## src/rtl/tpi_pkg.sv

```systemverilog
package tpi_pkg;

  localparam int unsigned DEF_SYNC_STAGES   = 2;
  localparam int unsigned DEF_WORD_BITS     = 8;
  localparam int unsigned DEF_RELEASE_FALLS = 4;

  // Lower power-down bit clear means the pen interrupt is wanted again.
  function automatic logic pd_rearms(input logic pd_lo);
    return ~pd_lo;
  endfunction

endpackage

```

## src/rtl/tpi_sync.sv

```systemverilog
module tpi_sync #(
  parameter int unsigned          W       = 1,
  parameter int unsigned          STAGES  = 2,
  parameter logic        [W-1:0]  RST_VAL = '0
) (
  input  logic         clk,
  input  logic         rst_n,
  input  logic [W-1:0] d,
  output logic [W-1:0] q
);

  logic [W-1:0] stage_q [STAGES];

  for (genvar g = 0; g < STAGES; g++) begin : g_stage
    logic [W-1:0] src;
    if (g == 0) begin : g_first
      assign src = d;
    end else begin : g_rest
      assign src = stage_q[g-1];
    end
    always_ff @(posedge clk or negedge rst_n) begin
      if (!rst_n) stage_q[g] <= RST_VAL;
      else        stage_q[g] <= src;
    end
  end

  assign q = stage_q[STAGES-1];

endmodule

```

## src/rtl/tpi_ctrl_rx.sv

```systemverilog
module tpi_ctrl_rx #(
  parameter int unsigned WORD_BITS     = 8,
  parameter int unsigned RELEASE_FALLS = 4
) (
  input  logic       clk,
  input  logic       rst_n,
  input  logic       sclk_s,
  input  logic       cs_act,
  input  logic       din_s,
  output logic       start_p,
  output logic       pd_load_p,
  output logic [1:0] pd_val,
  output logic       release_p
);

  localparam int unsigned BCW = $clog2(WORD_BITS + 1);
  localparam int unsigned FCW = $clog2(RELEASE_FALLS + 1);

  logic           sclk_prev_q;
  logic           active_q,   active_d;
  logic [BCW-1:0] bit_cnt_q,  bit_cnt_d;
  logic           prev_bit_q, prev_bit_d;
  logic           fall_run_q, fall_run_d;
  logic [FCW-1:0] fall_cnt_q, fall_cnt_d;
  logic           start_q,    start_d;
  logic           load_q,     load_d;
  logic [1:0]     pd_q,       pd_d;
  logic           rel_q,      rel_d;
  logic           rise, fall;

  assign rise = sclk_s & ~sclk_prev_q;
  assign fall = ~sclk_s & sclk_prev_q;

  always_comb begin
    active_d   = active_q;
    bit_cnt_d  = bit_cnt_q;
    prev_bit_d = prev_bit_q;
    fall_run_d = fall_run_q;
    fall_cnt_d = fall_cnt_q;
    pd_d       = pd_q;
    start_d    = 1'b0;
    load_d     = 1'b0;
    rel_d      = 1'b0;
    if (!cs_act) begin
      active_d   = 1'b0;
      bit_cnt_d  = '0;
      fall_run_d = 1'b0;
      fall_cnt_d = '0;
    end else begin
      if (rise) begin
        if (!active_q) begin
          if (din_s) begin
            active_d   = 1'b1;
            bit_cnt_d  = BCW'(1);
            prev_bit_d = din_s;
            start_d    = 1'b1;
            fall_run_d = 1'b1;
            fall_cnt_d = '0;
          end
        end else begin
          prev_bit_d = din_s;
          bit_cnt_d  = bit_cnt_q + 1'b1;
          if (bit_cnt_q == BCW'(WORD_BITS - 1)) begin
            active_d  = 1'b0;
            bit_cnt_d = '0;
            load_d    = 1'b1;
            pd_d      = {prev_bit_q, din_s};
          end
        end
      end
      if (fall && fall_run_q) begin
        fall_cnt_d = fall_cnt_q + 1'b1;
        if (fall_cnt_q == FCW'(RELEASE_FALLS - 1)) begin
          fall_run_d = 1'b0;
          fall_cnt_d = '0;
          rel_d      = 1'b1;
        end
      end
    end
  end

  always_ff @(posedge clk or negedge rst_n) begin
    if (!rst_n) begin
      sclk_prev_q <= 1'b0;
      active_q    <= 1'b0;
      bit_cnt_q   <= '0;
      prev_bit_q  <= 1'b0;
      fall_run_q  <= 1'b0;
      fall_cnt_q  <= '0;
      start_q     <= 1'b0;
      load_q      <= 1'b0;
      pd_q        <= 2'b00;
      rel_q       <= 1'b0;
    end else begin
      sclk_prev_q <= sclk_s;
      active_q    <= active_d;
      bit_cnt_q   <= bit_cnt_d;
      prev_bit_q  <= prev_bit_d;
      fall_run_q  <= fall_run_d;
      fall_cnt_q  <= fall_cnt_d;
      start_q     <= start_d;
      load_q      <= load_d;
      rel_q       <= rel_d;
      if (load_d) pd_q <= pd_d;
    end
  end

  assign start_p   = start_q;
  assign pd_load_p = load_q;
  assign pd_val    = pd_q;
  assign release_p = rel_q;

endmodule

```

## src/rtl/tpi_arm_ctrl.sv

```systemverilog
module tpi_arm_ctrl
  import tpi_pkg::*;
(
  input  logic clk,
  input  logic rst_n,
  input  logic start_p,
  input  logic pd_load_p,
  input  logic pd_lo,
  input  logic conv_done,
  input  logic release_p,
  input  logic abort,
  input  logic touch_s,
  output logic drive_low,
  output logic armed,
  output logic hold
);

  logic armed_q, armed_d;
  logic pend_v_q, pend_v_d;
  logic pend_en_q, pend_en_d;
  logic hold_q, hold_d;

  always_comb begin
    armed_d   = armed_q;
    pend_v_d  = pend_v_q;
    pend_en_d = pend_en_q;
    hold_d    = hold_q;
    if (start_p) begin
      armed_d  = 1'b0;
      pend_v_d = 1'b0;
    end else if (pd_load_p) begin
      pend_v_d  = 1'b1;
      pend_en_d = pd_rearms(pd_lo);
    end else if (conv_done && pend_v_q) begin
      armed_d  = pend_en_q;
      pend_v_d = 1'b0;
    end
    if (release_p || abort) hold_d = 1'b0;
    else if (start_p)       hold_d = armed_q & touch_s;
  end

  always_ff @(posedge clk or negedge rst_n) begin
    if (!rst_n) begin
      armed_q   <= 1'b1;
      pend_v_q  <= 1'b0;
      pend_en_q <= 1'b0;
      hold_q    <= 1'b0;
    end else begin
      armed_q   <= armed_d;
      pend_v_q  <= pend_v_d;
      pend_en_q <= pend_en_d;
      hold_q    <= hold_d;
    end
  end

  assign drive_low = hold_q | (armed_q & touch_s);
  assign armed     = armed_q;
  assign hold      = hold_q;

endmodule

```

## src/rtl/touch_pen_irq.sv

```systemverilog
module touch_pen_irq
  import tpi_pkg::*;
#(
  parameter int unsigned SYNC_STAGES   = DEF_SYNC_STAGES,
  parameter int unsigned WORD_BITS     = DEF_WORD_BITS,
  parameter int unsigned RELEASE_FALLS = DEF_RELEASE_FALLS
) (
  input  logic clk,
  input  logic rst_n,
  input  logic ser_clk,
  input  logic ser_cs_n,
  input  logic ser_din,
  input  logic conv_done,
  input  logic touch_in,
  output logic irq_pull_low
);

  logic [1:0] rst_pipe_q;
  logic       rst_q_n;
  logic [2:0] ser_s;
  logic       touch_s;
  logic       abort_s;
  logic       start_p, pd_load_p, release_p;
  logic [1:0] pd_val;
  logic       arm_state, hold_state;

  always_ff @(posedge clk or negedge rst_n) begin
    if (!rst_n) rst_pipe_q <= 2'b00;
    else        rst_pipe_q <= {rst_pipe_q[0], 1'b1};
  end
  assign rst_q_n = rst_pipe_q[1];

  tpi_sync #(.W(3), .STAGES(SYNC_STAGES), .RST_VAL(3'b010)) u_ser_sync (
    .clk(clk), .rst_n(rst_q_n),
    .d({ser_clk, ser_cs_n, ser_din}), .q(ser_s)
  );

  tpi_sync #(.W(1), .STAGES(SYNC_STAGES), .RST_VAL(1'b0)) u_touch_sync (
    .clk(clk), .rst_n(rst_q_n), .d(touch_in), .q(touch_s)
  );

  assign abort_s = ser_s[1];

  tpi_ctrl_rx #(.WORD_BITS(WORD_BITS), .RELEASE_FALLS(RELEASE_FALLS)) u_rx (
    .clk(clk), .rst_n(rst_q_n),
    .sclk_s(ser_s[2]), .cs_act(~ser_s[1]), .din_s(ser_s[0]),
    .start_p(start_p), .pd_load_p(pd_load_p), .pd_val(pd_val),
    .release_p(release_p)
  );

  tpi_arm_ctrl u_arm (
    .clk(clk), .rst_n(rst_q_n),
    .start_p(start_p), .pd_load_p(pd_load_p), .pd_lo(pd_val[0]),
    .conv_done(conv_done), .release_p(release_p), .abort(abort_s),
    .touch_s(touch_s), .drive_low(irq_pull_low),
    .armed(arm_state), .hold(hold_state)
  );

endmodule

```

## config.mk

```make
export PLATFORM = sky130hd
export DESIGN_NAME = touch_pen_irq
export DESIGN_NICKNAME = d
export VERILOG_FILES = /design/src/rtl/tpi_pkg.sv /design/src/rtl/tpi_sync.sv /design/src/rtl/tpi_ctrl_rx.sv /design/src/rtl/tpi_arm_ctrl.sv /design/src/rtl/touch_pen_irq.sv
export SDC_FILE = /design/constraint.sdc
export NUM_CORES = 1
export LEC_CHECK = 0
export BUFFER_PORTS_ARGS = -buffer_cell sky130_fd_sc_hd__buf_4
export CAP_MARGIN = 15
export CORE_ASPECT_RATIO = 0.9
export CORE_MARGIN = 1.5
export CORE_UTILIZATION = 50
export DETAILED_ROUTE_END_ITERATION = 10
export HOLD_SLACK_MARGIN = 0.05
export PLACE_DENSITY = 0.78
export SLEW_MARGIN = 15
export SYNTH_ARGS = -nofsm -noshare
export SYNTH_HDL_FRONTEND = slang
export SYNTH_SLANG_ARGS = --single-unit
```

## constraint.sdc

```tcl
create_clock -name clk -period 2.95 [get_ports clk]
set_clock_uncertainty 0.1 [all_clocks]
set_input_delay 0.295 -clock clk [delete_from_list [all_inputs] [get_ports clk]]
set_output_delay 0.295 -clock clk [all_outputs]
set_load 0.02 [all_outputs]
```

==> impl_results.md, run 1 <==
* Worst relative slew slack at 0.334
* Drt pass-1 iters at 4
* Leakage power at 0.591 nW
* WP data required at 2.56 ns
* Crit Path Category: register to primary output
* Buf/Inv on CP at 1
* Max incr delay on CP at 0.58 ns
* Starting density of the core at 0.554
* RD Place Congestion at 0.854
* CTS clock-pin slew for the worst setup and hold paths at 0.14 ns
* CTS root buffer: clkbuf_4
* Die ar. at 0.00250 mm^2
* Post-synth EDFFs at 0
* Antenna Cells at 0
* Synth top area share at 0.568
* Avg Synthesized Cell Area at 12.4 um^2
* CTS tree: done
* DRT Wirelength at 1820 um
* Area grow syn2layout at 15.9%
* Hold Crit Class: primary input to register
* Post-DP HPWL at 1260 um
* Synth Net Count at 98
* H-Tree Depth at 1
* CTS Buf Count at 3
* Worst-path fanout max at 3
* Boundary Pins at 8
* Synth cell count leaders: 25 x dfrtp_1, 5 x a21oi_1, 5 x inv_1, 5 x nor2_1, 5 x o21ai_0
* Biggest area consumer among synthesized cells: dfrtp_1
* Delay-heaviest family, CP: flip-flops
* Post-synth ARST share at 1.00
* Clk_lat worst skew at 0.33 ns
* Total Nets Final at 113
* Final ANT Viol Nets at 0
* Peak Freq at 651 MHz
* Row count at 15
* GRT Total Usage at 0.176
* Cell area after synthesis at 0.00110 mm^2
* Share of cells above drive strength 1 at 0.175
* Core area at 0.00199 mm^2
* Final Util at 0.642
* Vias per Instance at 5.59
* Post-synthesis cell count at 89
* Die Wd at 52.5 um
* Worst Hold Slack at 0.132 ns
* Worst Path Arrival at 1.14 ns
* Yosys reg bits at 28
* Status: complete, no violations
* Vias in the first global route at 738
* First-pass GRT wire length at 3080 um
* Initial DRC Count at 21
* Seq/Total Area, Yosys at 0.639
* Max cap viols at 0
* Hold Fails Final Rpt at 0
* Setup violations, final at 0
* Ys flop type: dfrtp_1
* Total Power Consumption at 689 uW
* WL/cell at 14.2 um
* Worst-margin pin slew at 0.998 ns
* Crit end category: primary output
* Yosys warns at 0
* CP Cell Sequence: a21o_1 > buf_4
* Clk sinks at 28
* Max IR drop VDD at 440 uV
* Top cells by area, synth: dfrtp_1 57%, dfstp_2 7.2%, a21oi_1 2.3%, ha_1 2.3%, o21ai_0 2.3%
* Sum of negative setup slack at 0 ns
* Port bufs at 7
* Netlist cell types at 34
* Slowest-stage cell, CP: dfstp_2
* Most frequent cell after synthesis: dfrtp_1
* Vias at 715
* DRC violation count after routing at 0
* Die Y at 47.5 um
* PD cells at 539 mW/mm^2
* Gr ovfl total at 0
* Clock Path Buffers at 2
* Largest net degree at the start of global routing at 27
* Slew Viols, Final at 0
* Tmin final at 1.54 ns
* Unrepaired setup endpoints after global routing: no
* Initial antenna violation count at 0
* Critical path launch point type: register
* Crit share post-route at 0.521
## final cells by class
type                       instances  area [um^2]
clock buffer                       3         22.5
inverter                           5         18.8
tap                               25         31.3
fill                             168          712
clock inverter                     1         30.0
timing repair buffer              12          103
sequential                        28          704
multi-input combinational         54          368
## power by group
group | internal [mW] | total [mW] | switching, mW
Combinational | 0.0167 | 0.0268 | 0.0101
Sequential | 0.396 | 0.413 | 0.0174
Clock | 0.137 | 0.249 | 0.111
## layer usage
layer  track usage  vias to the layer above  wire [um]
li1              -                      347          -
met1         0.205                      354        866
met2         0.315                       12        888
met3        0.0563                        2         50
met4        0.0615                        0         15
met5             0                        -          0
## cell families after synthesis
group,Yosys count,share of synthesized area
compound gates,21,0.119
fa+ha+maj,2,0.0227
buf+inv,7,0.0272
flops,28,0.639
mux,2,0.0193
other cells,1,0.00340
simple gates,28,0.169
## worst register-to-register path: stages, from the launching register on
cell and delay, ns:
dfrtp_1 0.43, ha_1 0.24, or4_1 0.52, o21ai_1 0.10
## sequential cells by signal, summed over array words and instances, names as in the netlist, 2 cells and up
signal                  flops
u_ser_sync.q                3
u_ser_sync.g_stage.src      3
u_rx.bit_cnt_q              4
u_rx.fall_cnt_q             3
rst_pipe_q                  2
## timing repair
action,CTS,global route
hold buffers,5,0
endpoints found under the hold margin,6,0
gates resized for setup,0,0
buffers inserted,0,0
## layout by cell type, fill, tap and decap left out, drive strengths merged
master        n
nand2         2
nand3b        3
nor3          2
o21a          1
a21o          1
conb          1
or2b          1
dfstp         3
o31ai         1
dlygate4sd3   5
nor2          5
and3          1
nor2b         3
inv           5
nand3         3
nor4bb        2
buf           7
clkbuf        3
nand4b        1
nor3b         1
o211ai        2
mux2          1
nand4bb       1
dfrtp        25
bufinv        1
nand2b        1
a21oi         5
and4bb        1
ha            2
a22o          2
o21ai         6
mux2i         1
or4           1
a211oi        2
a31oi         1
## stage by stage
stage / worst slack [ns] / instances / area, um^2
final: 1.41 / 128 / 1280
after global routing: 1.34 / 128 / 1280
after CTS: 1.39 / 128 / 1280
after detailed placement: 1.52 / 119 / 1170
after global placement: 1.56 / 119 / 1170
after floorplan: 1.60 / 89 / 1100
## path summary, 6_finish.rpt
| check | startpoint | to | slack [ns] | cells past startpoint |
|---|---|---|---|---|
| max | u_arm.armed$_DFFE_PN1P_ | irq_pull_low | 1.41 | 2 |
| min | conv_done | u_arm.pend_v_q$_DFFE_PN0P_ | 0.13 | 3 |
| max reg2reg | u_rx.bit_cnt_q[0]$_DFFE_PN0P_ | u_rx.bit_cnt_q[3]$_DFFE_PN0P_ | 1.50 | 3 |
| min reg2reg | u_ser_sync.g_stage[1].src[0]$_DFF_PN0_ | u_ser_sync.q[0]$_DFF_PN0_ | 0.27 | 0 |
| max in group asynchronous | rst_pipe_q[1]$_DFF_PN0_ | u_rx.bit_cnt_q[3]$_DFFE_PN0P_ | 1.83 | 0 |
| min in group asynchronous | rst_n | rst_pipe_q[1]$_DFF_PN0_ | 0.15 | 2 |
Power figures use the tool's default switching activity.
==> run 2: changes to the inputs <==
- ABC_AREA: unset -> 1
- clock period: 2.95 -> 1.6 ns (I/O delays scaled with it)
==> run 2 against run 1 <==
Wire length fell by 1.2%. Worst setup slack got worse by 1.2 ns. Worst hold slack improved by 0.0088 ns. Largest power group unchanged. Utilization fell by 2.6 points. Final area rose by 4.2%. Highest routed layer unchanged. Die area rose by 2.4%. Global-route usage fell by 1.2 points. Cell count rose by 29%. Synthesized cell count rose by 34%. Synthesized area rose by 2.6%.
==> impl_results.md, run 2 <==
* Multiplexer share of the synthesized area at 0
* DRT Wirelength at 1800 um
* Reg-to-reg critical path endpoint: u_rx.fall_run_q$_DFF_PN0_
* Post-synth EDFFs at 0
* Max reg flops at 4
* Clk_lat worst skew at 0.31 ns
* Critical path depth at 3
* Critical path launch point type: register
* Global routing usage on met2 at 0.320
* Unrepaired setup endpoints after global routing: no
* Cts repair resizes at 0
* Slowest-stage cell, CP: dfstp_2
* CTS clock-pin slew for the worst setup and hold paths at 0.13 ns
* Hold Fails Final Rpt at 0
* Synth cell count leaders: 35 x nand2_1, 25 x dfrtp_1, 13 x nor2_1
* Die Y at 48.1 um
* Yosys warns at 0
* CTS Buf Count at 3
* H-Tree Depth at 1
* CP Cell Sequence: nand2_1 > nand2_1 > buf_4
* Clk sinks at 28
* Port bufs at 7
* Core area at 0.00216 mm^2
* Max incr delay on CP at 0.56 ns
* Commonest non-fill, non-tap cell in the layout: nand2_1
* Row count at 16
* Setup violations, final at 0
* Most frequent cells in the layout: 35 x nand2_1, 25 x dfrtp_1, 13 x nor2_1, 11 x inv_1, 8 x buf_4
* GRT Total Usage at 0.165
* Setup crit end: irq_pull_low
* Initial antenna violation count at 0
* Top cells by area, synth: dfrtp_1 55%, nand2_1 12%, dfstp_2 7.0%, nor2_1 4.3%, inv_1 3.7%
* R2R Setup Slk at 0.27 ns
* Max cap viols at 0
* Die Wd at 53.1 um
* Crit end category: primary output
* CTS tree: done
* Clock Path Buffers at 2
* Die ar. at 0.00256 mm^2
* Post-DP HPWL at 1320 um
* Most used cell, CP: nand2_1
* Slew Viols, Final at 0
* Hold Crit Class: register to async pin
* Biggest area consumer among synthesized cells: dfrtp_1
* Vias per Instance at 4.98
* Status: complete, no violations
* First-pass GRT wire length at 2920 um
* Leakage power at 0.679 nW
* Crit share post-route at 0.868
* Post-Synth Adder-Cell Area at 0.0221
* Seq/Total Area, Yosys at 0.623
* Yosys reg bits at 28
* Synth top area share at 0.553
* Post-synthesis xor/xnor area fraction at 0
* Cell area after synthesis at 0.00113 mm^2
* Final Util at 0.616
* Post-place instance area at 0.00122 mm^2
* Synth Net Count at 128
* RR Startpoint: u_rx.fall_cnt_q[0]$_DFFE_PN0P_
* R2R depth at 5
* Setup Fix Bufs, Post-CTS at 0
* Share of cells above drive strength 1 at 0.188
* Final ANT Viol Nets at 0
* Antenna Cells at 0
* Buf/Inv on CP at 1
* Boundary Pins at 8
* Grt met3 use at 0.0552
* Worst-path fanout max at 2
* CTS root buffer: clkbuf_4
* Vias in the first global route at 753
* Sum of negative setup slack at 0 ns
* Met1 usage at 0.169
* Peak Freq at 720 MHz
* Post-synthesis cell count at 119
* Netlist cell types at 23
* RD Place Congestion at 0.752
* Critical path startpoint: u_arm.armed$_DFFE_PN1P_
* Total Nets Final at 148
* PD cells at 861 mW/mm^2
* Main combinational cell family by area after synthesis: simple AND/OR/NAND/NOR gates
* Synth Area in Simple Gates at 0.261
* Starting density of the core at 0.523
* Final Cell Area at 0.00133 mm^2
* Gr ovfl total at 0
* Total Power Consumption at 1.15 mW
* Largest net degree at the start of global routing at 27
* Post-synthesis compound-gate area fraction at 0.0476
* Busiest grt layer: met2
* Most flop-heavy register: u_rx.bit_cnt_q
* Post-synth ARST share at 1.00
* Area grow syn2layout at 17.7%
* Worst Path Arrival at 1.13 ns
* Initial DRC Count at 5
* WL/cell at 10.9 um
* WP data required at 1.34 ns
* Drt pass-1 iters at 4
* Ys flop type: dfrtp_1
* Tmin final at 1.39 ns
* Most frequent cell after synthesis: nand2_1
* Worst Hold Slack at 0.141 ns
* Delay-heaviest family, CP: flip-flops
* Crit Path Category: register to primary output
* Vias at 821
* Avg Synthesized Cell Area at 9.50 um^2
* DRC violation count after routing at 0
* Max IR drop VDD at 766 uV
==> run 2: cell types whose count changed in the layout (fill, tap and decap cells not counted), moves of 3 or more <==
cell	before	now
nor2b_1	3	0
inv_1	5	11
nor2_1	5	13
nand2_1	2	35
a21oi_1	5	2
nor2_2	0	3
==> run 2: metrics by stage <==
| stage | worst slack [ns] | instances |
|---|---|---|
| 2_1_floorplan | 0.410 | 119 |
| 3_3_place_gp | 0.358 | 154 |
| 3_5_place_dp | 0.308 | 154 |
| 4_1_cts | 0.183 | 165 |
| 5_1_grt | 0.131 | 165 |
| 6_report | 0.212 | 165 |
==> run 2: final cells by class <==
class | instances | area (um^2)
fill | 187 | 831
sequential | 28 | 704
multi-input combinational | 78 | 378
timing repair buffer | 15 | 130
inverter | 13 | 48.8
clock buffer | 4 | 36.3
tap | 27 | 33.8
==> run 2: power by group <==
part / internal [mW] / total [mW] / switching (mW)
logic: 0.0352 / 0.0777 / 0.0424
registers: 0.730 / 0.746 / 0.0160
clock network: 0.139 / 0.323 / 0.184
==> run 2: worst min path at each step <==
stage | from | to | cells past startpoint
floorplan | rst_n | rst_pipe_q[0]$_DFF_PN0_ | 0
CTS | rst_pipe_q[1]$_DFF_PN0_ | u_rx.fall_cnt_q[1]$_DFFE_PN0P_ | 1
detailed placement | rst_n | rst_pipe_q[0]$_DFF_PN0_ | 1
global placement | rst_n | rst_pipe_q[0]$_DFF_PN0_ | 1
finish | rst_pipe_q[1]$_DFF_PN0_ | u_rx.fall_cnt_q[0]$_DFFE_PN0P_ | 1
global route | rst_pipe_q[1]$_DFF_PN0_ | u_ser_sync.g_stage[1].src[2]$_DFF_PN0_ | 1
==> run 2: logic make-up after synthesis <==
kind of cell               after synthesis
AOI/OAI and AO/OA                       10
buffers and inverters                   13
DFF                                     28
other                                    1
adders and majority gates                2
and+or+nand+nor                         65
==> run 2: repair_timing <==
item / CTS / global route
hold buffers: 7 / 0
endpoints found under the hold margin: 7 / 0
setup endpoints to repair: 0 / 0
==> run 2: layer usage <==
layer,part of all wire,vias to the layer above
met4,0.0083,0
met5,0,-
met2,0.50,9
met1,0.46,403
li1,-,407
met3,0.023,2
==> run 3: changes to the inputs <==
- CORE_UTILIZATION: 50 -> 35
- PLACE_DENSITY: 0.78 -> 0.61
==> run 3 against run 2 <==
Global-route usage down 5.1 points. Sequential power up 0.5%. Combinational power down 7.1%. Worst setup slack better by 0.013 ns. Clock power about the same. Maximum frequency up 0.91%. Critical path type unchanged. Largest cell class unchanged. Highest routed layer unchanged.
==> impl_results.md, run 3 (synthesized netlist as in run 2, its figures left out) <==
* Status: complete, no violations
* CTS Buf Count at 3
* Share of cells above drive strength 1 at 0.196
* Fillers at 296
* Critical path launch point type: register
* DRC violation count after routing at 0
* GRT Total Usage at 0.114
* Sw frac at 0.211
* Gate power share at 0.063
* Die Y at 56.9 um
* Hold Crit Class: register to async pin
* Peak Freq at 727 MHz
* Max incr delay on CP at 0.55 ns
* Largest net degree at the start of global routing at 16
* CTS clock-pin slew for the worst setup and hold paths at 0.13 ns
* Clk pwr share at 0.283
* Vias per Instance at 4.38
* Non-Filler Instances at 180
* CP Cell Sequence: nand2_1 > nand2_1 > buf_4
* Commonest non-fill, non-tap cell in the layout: nand2_1
* Most frequent cells in the layout: 35 x nand2_1, 25 x dfrtp_1, 13 x nor2_1, 11 x inv_1, 9 x buf_4
* Unrepaired setup endpoints after global routing: no
* Die ar. at 0.00358 mm^2
* RD Place Congestion at 0.860
* Pre-CTS setup slack at 0.312 ns
* Tmin final at 1.38 ns
* Die Wd at 62.9 um
* Max reg flops at 4
* Worst-path fanout max at 2
* Most used cell, CP: nand2_1
* Vias in the first global route at 754
* Cts repair resizes at 0
* Sw power at 242 uW
* Crit share post-route at 0.860
* CTS tree: done
* H-Tree Depth at 1
* Buf/Inv on CP at 1
* WP data required at 1.34 ns
* Vias at 788
* Sequential power share at 0.654
* Max cap viols at 0
* Crit Path Category: register to primary output
* Sum of negative setup slack at 0 ns
* Final Util at 0.439
* Final worst setup slack at 0.224 ns
* First-pass GRT wire length at 3170 um
* Delay-heaviest family, CP: flip-flops
* Clk_lat worst skew at 0.31 ns
* WL/cell at 9.66 um
* Hold Fails Final Rpt at 0
* Worst Path Arrival at 1.12 ns
* Pint at 904 uW
* Total Nets Final at 148
* Post-DP HPWL at 1320 um
* Core area at 0.00307 mm^2
* Placed insts at 170
* Starting density of the core at 0.369
* Slowest-stage cell, CP: dfstp_2
* DRT Wirelength at 1740 um
* Worst Hold Slack at 0.0552 ns
* Area of the multi-input gates at 378 um^2
* Port bufs at 7
* PD cells at 851 mW/mm^2
* Setup violations, final at 0
* Boundary Pins at 8
* Leakage power at 0.680 nW
* Most flop-heavy register: u_rx.bit_cnt_q
* Initial antenna violation count at 0
* CTS root buffer: clkbuf_4
* Initial DRC Count at 29
* Clock Path Buffers at 2
* Gr ovfl total at 0
* Area grow syn2layout at 19.1%
* Row count at 19
* Drt pass-1 iters at 4
* Clk sinks at 28
* Crit end category: primary output
* Slew Viols, Final at 0
* Storage cell area at 704 um^2
* Max IR drop VDD at 716 uV
* Final ANT Viol Nets at 0
* Antenna Cells at 0
==> run 3: cell types whose count changed in the layout (fill, tap and decap cells not counted) <==
cell / delta
dlygate4sd3_1: -1
buf_4: +1
==> run 3: per-layer routing <==
metal	track usage	vias to the layer above	routed length, um	share of wire
met1	0.147	370	839	0.48
li1	-	406	-	-
met3	0.0414	2	67	0.039
met2	0.179	10	822	0.47
met5	0	-	0	0
met4	0.0381	0	10	0.0058
==> run 3: what timing repair did <==
action                    in CTS  in global routing
setup buffers                  0                  0
hold buffers                   6                  0
hold endpoints to repair       6                  0
==> run 3: final timing paths <==
path,startpoint,endpoint,slack (ns),depth (start not counted)
min reg2reg,rst_pipe_q[1]$_DFF_PN0_,u_ser_sync.q[2]$_DFF_PN0_,0.06,0
min,rst_pipe_q[1]$_DFF_PN0_,u_ser_sync.q[2]$_DFF_PN0_,0.06,0
max reg2reg,u_rx.bit_cnt_q[0]$_DFFE_PN0P_,u_rx.active_q$_DFFE_PN0P_,0.29,6
max in group asynchronous,rst_n,rst_pipe_q[1]$_DFF_PN0_,0.71,3
max,u_arm.armed$_DFFE_PN1P_,irq_pull_low,0.22,3
min in group clk,conv_done,u_arm.armed$_DFFE_PN1P_,0.07,4
==> run 3: metrics by stage <==
stage / power (mW) / area (um^2)
finish: 1.15 / 1350
global route: 1.21 / 1350
CTS: 1.17 / 1350
detailed placement: 0.826 / 1250
global placement: 0.823 / 1250
floorplan: 0.795 / 1130
==> run 3: layout make-up <==
| class | instances | area share |
|---|---|---|
| sequential | 28 | 0.523 |
| multi-input combinational | 78 | 0.280 |
| clock buffer | 4 | 0.0269 |
| inverter | 13 | 0.0362 |
| timing repair buffer | 15 | 0.0947 |
| tap | 42 | 0.0390 |
==> run 3: power groups by stage <==
| stage | Sequential [mW] | Combinational (mW) | Clock [mW] |
|---|---|---|---|
| 5_1_grt | 0.755 | 0.0826 | 0.372 |
| 3_3_place_gp | 0.763 | 0.0606 | 0 |
| 6_report | 0.750 | 0.0722 | 0.324 |
| 2_1_floorplan | 0.764 | 0.0310 | 0 |
| 4_1_cts | 0.751 | 0.0737 | 0.346 |
| 3_5_place_dp | 0.764 | 0.0619 | 0 |
==> run 3: worst reg2reg max path, stage by stage, from the launching register on <==
cell,delay [ns]
dfrtp_1,0.45
ha_1,0.21
nand2_1,0.07
nor2_2,0.16
nand2_1,0.07
nand2_1,0.06
o21ai_0,0.07
